<file path="config.mk">
export PLATFORM = sky130hd
export DESIGN_NAME = pwm_dual
export DESIGN_NICKNAME = d
export VERILOG_FILES = /design/src/rtl/pwm_pkg.sv /design/src/rtl/pwm_regs.sv /design/src/rtl/pwm_prescaler.sv /design/src/rtl/pwm_channel.sv /design/src/rtl/pwm_dual.sv
export SDC_FILE = /design/constraint.sdc
export NUM_CORES = 1
export LEC_CHECK = 0
export BUFFER_PORTS_ARGS = -buffer_cell sky130_fd_sc_hd__buf_4
export CAP_MARGIN = 10
export CORE_MARGIN = 2
export CORE_UTILIZATION = 45
export CTS_BUF_LIST = sky130_fd_sc_hd__clkbuf_8
export CTS_CLUSTER_DIAMETER = 80
export DETAILED_ROUTE_END_ITERATION = 10
export GPL_TIMING_DRIVEN = 0
export MAX_ROUTING_LAYER = met4
export PLACE_DENSITY_LB_ADDON = 0.2
export SYNTH_ARGS = -nofsm -noshare
export SYNTH_HDL_FRONTEND = slang
export SYNTH_HIERARCHICAL = 1
export SYNTH_SLANG_ARGS = --single-unit
</file>
<file path="constraint.sdc">
create_clock -name clk -period 8.5 [get_ports clk]
set_input_delay 2.55 -clock clk [delete_from_list [all_inputs] [get_ports clk]]
set_output_delay 2.55 -clock clk [all_outputs]
set_load 0.01 [all_outputs]
</file>
<file path="src/rtl/pwm_pkg.sv">
`timescale 1ns/1ps
package pwm_pkg;
    localparam int NUM_CH = 2;
    localparam int CNT_W  = 16;
    localparam int PRE_W  = 7;
    localparam int SEL_W  = 2;

    typedef enum logic [1:0] {
        PH_OFF  = 2'd0,
        PH_HIGH = 2'd1,
        PH_LOW  = 2'd2
    } phase_e;

    // Control-register field positions; software depends on these.
    function automatic int sel_lsb(int ch);
        return 4 + SEL_W * ch;
    endfunction

    function automatic int pre_lsb(int ch);
        return 8 + 8 * ch;
    endfunction

    function automatic int clken_bit(int ch);
        return pre_lsb(ch) + PRE_W;
    endfunction

    function automatic logic [31:0] ctrl_mask();
        logic [31:0] m;
        m = '0;
        for (int ch = 0; ch < NUM_CH; ch++) begin
            m[ch] = 1'b1;
            for (int b = 0; b < SEL_W; b++) m[sel_lsb(ch) + b] = 1'b1;
            for (int b = 0; b < PRE_W; b++) m[pre_lsb(ch) + b] = 1'b1;
            m[clken_bit(ch)] = 1'b1;
        end
        return m;
    endfunction
endpackage

</file>
<file path="src/rtl/pwm_regs.sv">
`timescale 1ns/1ps
module pwm_regs
    import pwm_pkg::*;
#(
    parameter int ADDR_W = 4,
    parameter int CW     = CNT_W,
    parameter int PW     = PRE_W,
    parameter int SW     = SEL_W
) (
    input  logic                     clk,
    input  logic                     rst_n,
    input  logic                     sel_i,
    input  logic                     enable_i,
    input  logic                     write_i,
    input  logic [ADDR_W-1:0]        addr_i,
    input  logic [2*CW-1:0]          wdata_i,
    output logic [2*CW-1:0]          rdata_o,
    output logic [NUM_CH-1:0][2*CW-1:0] duty_o,
    output logic [NUM_CH-1:0]        out_en_o,
    output logic [NUM_CH-1:0]        clk_en_o,
    output logic [NUM_CH-1:0][SW-1:0] src_sel_o,
    output logic [NUM_CH-1:0][PW-1:0] pre_o
);
    localparam int DW = 2 * CW;
    localparam int IW = ADDR_W - 2;
    localparam logic [IW-1:0] IDX_CTRL = IW'(NUM_CH);
    localparam logic [DW-1:0] MASK = DW'(ctrl_mask());

    logic [NUM_CH-1:0][DW-1:0] duty_q;
    logic [DW-1:0]             ctrl_q;
    logic [IW-1:0]             idx;
    logic                      aligned;
    logic                      wr;

    assign idx     = addr_i[ADDR_W-1:2];
    assign aligned = (addr_i[1:0] == 2'b00);
    assign wr      = sel_i && enable_i && write_i && aligned;

    always_ff @(posedge clk or negedge rst_n) begin
        if (!rst_n) begin
            duty_q <= '0;
            ctrl_q <= '0;
        end else if (wr) begin
            if (idx == IDX_CTRL) ctrl_q <= wdata_i & MASK;
            for (int c = 0; c < NUM_CH; c++)
                if (idx == IW'(c)) duty_q[c] <= wdata_i;
        end
    end

    always_comb begin
        rdata_o = '0;
        if (aligned) begin
            if (idx == IDX_CTRL) rdata_o = ctrl_q;
            for (int c = 0; c < NUM_CH; c++)
                if (idx == IW'(c)) rdata_o = duty_q[c];
        end
    end

    assign duty_o = duty_q;

    for (genvar c = 0; c < NUM_CH; c++) begin : g_fields
        assign out_en_o[c]  = ctrl_q[c];
        assign clk_en_o[c]  = ctrl_q[clken_bit(c)];
        assign src_sel_o[c] = ctrl_q[sel_lsb(c) +: SW];
        assign pre_o[c]     = ctrl_q[pre_lsb(c) +: PW];
    end

    // unmapped control bits never appear on the read path
    p_unused_zero_r2: assert property (@(posedge clk) disable iff (!rst_n)
        (sel_i && aligned && idx == IDX_CTRL) |-> ((rdata_o & ~MASK) == '0));
endmodule

</file>
<file path="src/rtl/pwm_prescaler.sv">
`timescale 1ns/1ps
module pwm_prescaler #(
    parameter int PW = 7
) (
    input  logic          clk,
    input  logic          rst_n,
    input  logic          run_i,
    input  logic          tick_i,
    input  logic [PW-1:0] pre_i,
    output logic          strobe_o
);
    logic [PW-1:0] pcnt_q;

    assign strobe_o = run_i && tick_i && (pcnt_q >= pre_i);

    always_ff @(posedge clk or negedge rst_n) begin
        if (!rst_n)       pcnt_q <= '0;
        else if (!run_i)  pcnt_q <= '0;
        else if (tick_i)  pcnt_q <= strobe_o ? '0 : pcnt_q + 1'b1;
    end

    // without a qualified tick the divider does not move
    p_hold_r8: assert property (@(posedge clk) disable iff (!rst_n)
        (run_i && !tick_i) |=> $stable(pcnt_q));
endmodule

</file>
<file path="src/rtl/pwm_channel.sv">
`timescale 1ns/1ps
module pwm_channel
    import pwm_pkg::*;
#(
    parameter int CW   = CNT_W,
    parameter int PW   = PRE_W,
    parameter int SW   = SEL_W,
    parameter int NSRC = 1 << SW
) (
    input  logic            clk,
    input  logic            rst_n,
    input  logic            out_en_i,
    input  logic            clk_en_i,
    input  logic [SW-1:0]   src_sel_i,
    input  logic [PW-1:0]   pre_i,
    input  logic [CW-1:0]   hi_i,
    input  logic [CW-1:0]   lo_i,
    input  logic [NSRC-1:0] src_tick_i,
    output logic            pwm_o
);
    localparam int CW1 = CW + 1;

    phase_e        st_q, st_d;
    logic [CW-1:0] cnt_q, cnt_d;
    logic [CW-1:0] hi_sh, lo_sh;
    logic          load;
    logic          tick, strobe, run;
    logic [CW1-1:0] cnt_nx;

    assign tick   = clk_en_i && src_tick_i[src_sel_i];
    assign run    = (st_q != PH_OFF);
    assign cnt_nx = {1'b0, cnt_q} + 1'b1;

    pwm_prescaler #(.PW(PW)) u_pre (
        .clk      (clk),
        .rst_n    (rst_n),
        .run_i    (run),
        .tick_i   (tick),
        .pre_i    (pre_i),
        .strobe_o (strobe)
    );

    // Next-state logic: START, FALL, WRAP, STOP
    always_comb begin
        st_d  = st_q;
        cnt_d = cnt_q;
        load  = 1'b0;
        unique case (st_q)
            PH_OFF: begin
                if (out_en_i) begin                              // START
                    load  = 1'b1;
                    st_d  = (hi_i != '0) ? PH_HIGH : PH_LOW;
                    cnt_d = '0;
                end
            end
            PH_HIGH: begin
                if (strobe) begin
                    if (cnt_nx >= {1'b0, hi_sh}) begin
                        cnt_d = '0;
                        if (lo_sh != '0) st_d = PH_LOW;          // FALL
                        else begin                               // WRAP
                            load = 1'b1;
                            st_d = (hi_i != '0) ? PH_HIGH : PH_LOW;
                        end
                    end else cnt_d = cnt_nx[CW-1:0];
                end
            end
            PH_LOW: begin
                if (strobe) begin
                    if (lo_sh == '0 || cnt_nx >= {1'b0, lo_sh}) begin  // WRAP
                        load  = 1'b1;
                        cnt_d = '0;
                        st_d  = (hi_i != '0) ? PH_HIGH : PH_LOW;
                    end else cnt_d = cnt_nx[CW-1:0];
                end
            end
            default: st_d = PH_OFF;
        endcase
        if (!out_en_i) begin                                     // STOP
            st_d  = PH_OFF;
            cnt_d = '0;
            load  = 1'b0;
        end
    end

    // State register
    always_ff @(posedge clk or negedge rst_n) begin
        if (!rst_n) begin
            st_q  <= PH_OFF;
            cnt_q <= '0;
            hi_sh <= '0;
            lo_sh <= '0;
        end else begin
            st_q  <= st_d;
            cnt_q <= cnt_d;
            if (load) begin
                hi_sh <= hi_i;
                lo_sh <= lo_i;
            end
        end
    end

    // Output decode
    always_comb begin
        pwm_o = (st_q == PH_HIGH);
    end

    // a cleared gate forces the output low next cycle
    p_off_low_r3: assert property (@(posedge clk) disable iff (!rst_n)
        !out_en_i |=> !pwm_o);
    // enabling with a nonzero high count starts high, counters cleared
    p_start_high_r4: assert property (@(posedge clk) disable iff (!rst_n)
        (st_q == PH_OFF && out_en_i && hi_i != '0) |=> (st_q == PH_HIGH && cnt_q == '0));
    // the phase counter stays inside the high phase length
    p_cnt_bound_r5: assert property (@(posedge clk) disable iff (!rst_n)
        (st_q == PH_HIGH) |-> (cnt_q < hi_sh));
    // the high phase is never entered with a zero high count
    p_high_nonzero_r9: assert property (@(posedge clk) disable iff (!rst_n)
        (st_q == PH_HIGH) |-> (hi_sh != '0));
    // working counts change only at a period boundary
    p_shadow_hold_r10: assert property (@(posedge clk) disable iff (!rst_n)
        (st_q != PH_OFF && !strobe) |=> ($stable(hi_sh) && $stable(lo_sh)));
endmodule

</file>
<file path="src/rtl/pwm_dual.sv">
`timescale 1ns/1ps
module pwm_dual
    import pwm_pkg::*;
#(
    parameter int ADDR_W = 4,
    parameter int CW     = CNT_W,
    parameter int PW     = PRE_W,
    parameter int SW     = SEL_W,
    localparam int DW    = 2 * CW,
    localparam int NSRC  = 1 << SW
) (
    input  logic              clk,
    input  logic              rst_n,
    input  logic              bus_sel,
    input  logic              bus_enable,
    input  logic              bus_write,
    input  logic [ADDR_W-1:0] bus_addr,
    input  logic [DW-1:0]     bus_wdata,
    output logic [DW-1:0]     bus_rdata,
    input  logic [NSRC-1:0]   src_tick,
    output logic [NUM_CH-1:0] pwm_out
);
    logic [NUM_CH-1:0][DW-1:0] duty;
    logic [NUM_CH-1:0]         out_en, clk_en;
    logic [NUM_CH-1:0][SW-1:0] src_sel;
    logic [NUM_CH-1:0][PW-1:0] pre;

    pwm_regs #(.ADDR_W(ADDR_W), .CW(CW), .PW(PW), .SW(SW)) u_regs (
        .clk       (clk),
        .rst_n     (rst_n),
        .sel_i     (bus_sel),
        .enable_i  (bus_enable),
        .write_i   (bus_write),
        .addr_i    (bus_addr),
        .wdata_i   (bus_wdata),
        .rdata_o   (bus_rdata),
        .duty_o    (duty),
        .out_en_o  (out_en),
        .clk_en_o  (clk_en),
        .src_sel_o (src_sel),
        .pre_o     (pre)
    );

    for (genvar c = 0; c < NUM_CH; c++) begin : g_ch
        pwm_channel #(.CW(CW), .PW(PW), .SW(SW), .NSRC(NSRC)) u_ch (
            .clk        (clk),
            .rst_n      (rst_n),
            .out_en_i   (out_en[c]),
            .clk_en_i   (clk_en[c]),
            .src_sel_i  (src_sel[c]),
            .pre_i      (pre[c]),
            .hi_i       (duty[c][DW-1:CW]),
            .lo_i       (duty[c][CW-1:0]),
            .src_tick_i (src_tick),
            .pwm_o      (pwm_out[c])
        );
    end
endmodule

</file>
# ---- Word level (Yosys, flattened, before mapping)
# Index checks and enable logic that the tools add are counted.
dict set report op_classes {
  n_bitwise 0
  multipliers 0
  eq_ne 18
  n_div 0
  order_cmp 8
  add_sub_neg 4
  n_reduce_logical 30
  shift 0
  n_mux 56
}
# operator n
set ops {}
lappend ops {{two-way mux 16 bit} 10}
lappend ops {{two-way mux 32 bit} 3}
lappend ops {{case mux 16 bit (3 select lines)} 2}
lappend ops {{>= comparator 17 x 16 -> 1 bit} 4}
lappend ops {{nonzero test 16 bit} 4}
lappend ops {{two-way mux 7 bit} 6}
lappend ops {{adder 16 x 1 -> 17 bit (second input constant)} 2}
lappend ops {{logical NOT 16 bit} 2}
lappend ops {{two-way mux 2 bit} 14}
lappend ops {{two-way mux 24 bit} 1}
lappend ops {{inequality test 3 bit (second input constant)} 6}
lappend ops {{adder 7 x 1 -> 7 bit (second input constant)} 2}
lappend ops {{>= comparator 7 bit} 2}
lappend ops {{two-way mux 1 bit} 14}
lappend ops {{case mux 2 bit (3 select lines)} 2}
lappend ops {{logical AND 1 bit} 9}
lappend ops {{logical NOT 2 bit} 4}
lappend ops {{inequality test 4 x 1 -> 1 bit (second input constant)} 2}
lappend ops {{AND reduction 4 bit} 2}
lappend ops {{equality test 2 x 1 -> 1 bit (second input constant)} 3}
lappend ops {{equality test 2 bit (second input constant)} 3}
lappend ops {{< comparator 2 x 3 -> 1 bit (second input constant)} 2}
lappend ops {{inequality test 3 x 2 -> 1 bit (second input constant)} 2}
lappend ops {{case mux 1 bit (3 select lines)} 2}
lappend ops {{6 further kinds} 13}
dict set report word_totals {
  regBits 200
  in_bits 45
  latch_bits 0
  word_cells 129
  rom_bits 0
  memories 0
  ramBits 0
  out_inout_bits 34
}

# ---- Logic depth before layout (Yosys ltp)
dict set report depth {
  ltp_word 8
  ltp_mapped 17
  ltp_nobuf 15
}

# ---- By module
# Netlist, hierarchy kept.
# mod seq_area_each_um2 n_inst cells_each area_per_inst_um2
set by_module_without_submodules {}
lappend by_module_without_submodules {pwm_regs 2152.1 1 311 4095.2}
lappend by_module_without_submodules {{pwm_channel (g_ch[0].u_ch)} 1251.2 1 330 3523.4}
lappend by_module_without_submodules {{pwm_channel (g_ch[1].u_ch)} 1251.2 1 335 3480.8}
lappend by_module_without_submodules {pwm_prescaler 175.2 2 59 571.8}

# ---- Least setup slack after synthesis
# OpenSTA, ideal clock, no wires.
dict set report synth_path {
  kind {input -> output}
  start {in bus_addr[3]}
  end {out bus_rdata[10]}
  n_path_buf 3
  t_required_ns 5.950
  stages 6
  setup_slack_ns 2.416
  arrival_ns 3.534
  path_cell_list {buf_2 -> nor2b_1 -> buf_2 -> clkbuf_1 -> nand2_1 -> a21oi_1}
}
dict set report synth_via {
  elab_chain_len 5
}
# element line
set synth_lines {}
lappend synth_lines {{start, declared} pwm_dual.sv:17} ;# input logic [ADDR_W-1:0] bus_addr,
lappend synth_lines {{equality test 2 bit} pwm_regs.sv:53} ;# if (idx == IDX_CTRL) rdata_o = ctrl_q;
lappend synth_lines {{two-way mux 24 bit} pwm_regs.sv:53}
lappend synth_lines {{two-way mux 32 bit} pwm_regs.sv:55} ;# if (idx == IW'(c)) rdata_o = duty_q[c];
lappend synth_lines {{two-way mux 32 bit (*)} pwm_regs.sv:55}
lappend synth_lines {{two-way mux 32 bit (*)} pwm_regs.sv:52} ;# if (aligned) begin
lappend synth_lines {{end, declared} pwm_dual.sv:19} ;# output logic [DW-1:0] bus_rdata,
# Mark *: on every way between the ends. The rest lies on a longest branch, timed or not.

# ---- Worst setup path after layout
dict set report layout_path {
  start {in bus_addr[3]}
  end {out bus_rdata[16]}
}
# The elaborated chain is that of the path after synthesis.

==> flow_summary.yaml <==
timing:
  rsz0062_at_grt: "no"
  tns_ns: 0
  report.final.slew_viol_count: 0
  whs_ns: 0.497
  relSlewSlack_pct: 56.1
  fin_crit_ns: 6.68
  setup_violations: 0
  tightest_slew_ns: 0.659
  hold_violations: 0
  finClkSkew_ns: 0.0214
  finalWorstSetupSlack_ns: 1.82
  max_freq_mhz: 150
  min_period_over_period_pct: 78.6
setup_path:
  r2r_end: "g_ch[1].u_ch/hi_sh[8]"
  rr_startpoint: "g_ch[1].u_ch/cnt_q[2]"
  critPathTopFamily: "buffers and inverters"
  critPathMostFrequentCell: "buf_2"
  critical_path_class: "in2out"
  startpoint: "bus_addr[3]"
  worst-path-buf-inv: 4
  worstSetupEndpointType: "primary output"
  reg2reg_slack_ns: 4.18
  rr_worst_depth: 17
  worstPathArrival_ns: 4.13
  slowest_stage: "clkbuf_1"
  cp_max_fo: 10
  crit_path_start_kind: "input port"
  critPathRequiredTime_ns: 5.95
  cpPeakStageDelay_ns: 0.46
  crit_chain: "buf_2 -> nor2b_1 -> buf_2 -> clkbuf_1 -> nand2_1 -> a21oi_1 -> buf_4"
drt:
  drc: 0
  drtPass1Iterations: 5
  drt-total-wl_mm: 30.1
  wl_per_cell_um: 19.5
  drtIter0Drc: 617
  num_vias: 8616
  final_antenna_net_count: 0
  avgViaCountPerCell: 5.57
placement:
  place_worst_setup_slack_ns: 1.92
  place_congestion: 0.884
  port_buffers: 77
  hpwl_mm: 23.2
pwr:
  internal_power_uw: 1850
  cellPowerDensity_nw_per_um2: 210
  comb_power_share_pct: 33.5
  p_sw_share_pct: 35.6
  irDropWorstVdd_uv: 105
  switchingPower_uw: 1020
  seqPwrFrac_pct: 45.3
  p_leak_uw: 0.00667
  p_clk_share_pct: 21.2
logic_synthesis:
  synth_warnings: 6
  async_flop_share_pct: 100
  netlist_instances: 1094
  synth-edff-count: 0
  ys_ff_latch: 200
  syn_area_per_cell_sq_um: 11.2
  syn-cell-area_sq_um: 12200
  synth_nets: 1229
  ys_seq_area_share_pct: 40.9
  synth-main-ff-cell: "dfrtp_1"
  synth.distinct_cells: 78
global_route:
  grt_pass1_vias: 8455
  grt_max_degree: 122
  antenna_found_initial: 1
  grt-ovfl-total: 0
  grtUsageTotal_pct: 22.5
  grt_pass1_wl_mm: 48.1
floorplan:
  initial_core_util_pct: 45.7
  die_w_um: 169
  core-area_sq_um: 26800
  rows: 60
  io_pins: 79
  fp.dieH_um: 169
  dieArea_sq_um: 28500
cts:
  cts_tree: "built"
  clock_path_buffers: 2
  path_clk_slew_ns: 0.11
  numCtsBuffers: 17
  ctsRootBufferMaster: "clkbuf_8"
  cts_setup_buffers: 0
  cts_hold_buf: 0
  clk_latency_ns: 0.50
  h-tree-depth: 4
  cts.repair.resized: 0
  numClockSinks: 200
worst_hold_path:
  holdCritPathClass: "reg2reg"
  holdCritStartpoint: "g_ch[1].u_ch/cnt_q[12]"
  whs_endpoint: "g_ch[1].u_ch/cnt_q[12]"
  hold_depth: 2
final_layout:
  ff_latch_area_sq_um: 5000
  n_fill_cell: 2398
  final_core_util_pct: 51.0
  area_delta_synth_final_pct: 11.7
  nNetsFinal: 1326
  drive_above_1_share_pct: 28.7
  multi_input_area_sq_um: 6590
run:
  cap_violations: 0
run_status:
  status: "finished clean"
[cells in the mapped netlist, types with 3 or more instances]
library cell  count  share of area, %
o31ai_1           5              0.31
and2_1            3              0.15
o21ai_2           4              0.29
nor3_1            8              0.33
or2_2            25               1.3
a22o_1            9              0.64
mux2_1            4              0.37
and4_4            3              0.28
nor4b_1           4              0.29
clkbuf_1         20              0.61
nand3_1          33               1.3
nand2b_1         11              0.56
a211oi_1          8              0.49
mux2_4           90                11
o21ai_0          24              0.98
mux2_2           58               5.3
a21o_1           13              0.80
nor4_1           19              0.97
a21oi_1          55               2.2
a32o_1            7              0.57
nand2_1          70               2.1
buf_4             5              0.31
a221o_1           5              0.41
nor2b_1          11              0.56
buf_6            14               1.3
o21bai_1          4              0.25
inv_1            90               2.8
ha_1             90               9.2
a31oi_1           7              0.36
and3_1           14              0.72
dfrtp_1         200                41
xor2_1           10              0.72
nand4_1          13              0.66
nor3b_1           3              0.18
a22oi_1          12              0.74
buf_2             8              0.33
nor2_1           37               1.1
mux2i_1          26               2.1
xnor2_1          18               1.3
[cells in the final DEF (no fill, tap or decap), types with 25 or more instances in the layout]
| cell type | instances |
|---|---|
| mux2_4 | 90 |
| nand3_1 | 33 |
| a21oi_1 | 55 |
| nand2_1 | 70 |
| nor2_1 | 37 |
| inv_1 | 91 |
| ha_1 | 90 |
| or2_2 | 25 |
| buf_4 | 81 |
| mux2_2 | 58 |
| dfrtp_1 | 200 |
| mux2i_1 | 26 |
[logic make-up after synthesis]
logic type      count (synthesis)  synth area share (%)
compound gates                180                  10.6
xor+xnor                       28                  2.00
fa+ha+maj                      90                  9.20
buf+inv                       138                  5.33
flops                         200                  40.9
mux                           180                  19.2
simple gates                  278                  12.7
[layout make-up]
| cell class | count | area share, % |
|---|---|---|
| inverter | 90 | 2.47 |
| sequential | 200 | 36.6 |
| clock inverter | 15 | 1.13 |
| buffer | 48 | 2.31 |
| timing repair buffer | 78 | 4.48 |
| clock buffer | 17 | 1.71 |
| multi-input combinational | 756 | 48.2 |
| tap | 341 | 3.12 |
| antenna | 1 | 0.0183 |
[worst register-to-register path, cell delays in order, from the launching register on]
cell and delay (ns):
dfrtp_1 0.45, and3_1 0.23, and3_1 0.23, and3_1 0.17, clkbuf_1 0.30, nand2_1 0.15
nor2_1 0.16, xnor2_1 0.16, inv_1 0.14, ha_1 0.34, and4_1 0.22, nor4b_1 0.23
o31ai_1 0.17, o211ai_2 0.13, a21boi_2 0.10, nor3b_4 0.46, buf_6 0.26, mux2_4 0.32
[stage by stage]
| step | total power, uW | cells | instance area (sq um) |
|---|---|---|---|
| 5_1_grt | 3070 | 1546 | 13700 |
| 3_3_place_gp | 2250 | 1512 | 13200 |
| 6_report | 2870 | 1546 | 13700 |
| 4_1_cts | 2900 | 1545 | 13700 |
| 2_1_floorplan | 2000 | 1094 | 12200 |
| 3_5_place_dp | 2270 | 1513 | 13300 |
[routing by layer]
metal  vias up  share of wire (%)  GRT usage, %
li1       4115                  -             -
met4         0               0.97          4.50
met1      4249                 52          34.0
met3        17                5.0          4.42
met2       235                 42          31.3
met5         -                  0             -
[power by group through the flow]
stage / Sequential (uW) / Clock [uW] / Combinational (uW)
2_1_floorplan: 1250 / 0 / 751
3_3_place_gp: 1320 / 0 / 929
6_report: 1300 / 609 / 962
3_5_place_dp: 1320 / 0 / 952
5_1_grt: 1330 / 673 / 1070
4_1_cts: 1300 / 635 / 959
[how the worst max path moves through the flow]
stage,cells past startpoint,to
6_report,7,bus_rdata[16]
5_1_grt,7,bus_rdata[16]
4_1_cts,7,bus_rdata[16]
3_5_place_dp,7,bus_rdata[16]
3_3_place_gp,7,bus_rdata[18]
2_1_floorplan,6,bus_rdata[10]
[state kept, by name, summed over array words and instances (netlist names)]
signal and cells:
g_ch.u_ch/lo_sh 32, u_regs/duty_o 64, g_ch.u_ch/u_pre/pcnt_q 14, u_regs/ctrl_q 22, g_ch.u_ch/st_q 4, g_ch.u_ch/hi_sh 32
g_ch.u_ch/cnt_q 32
No activity file was read; power rests on OpenSTA's default activity.
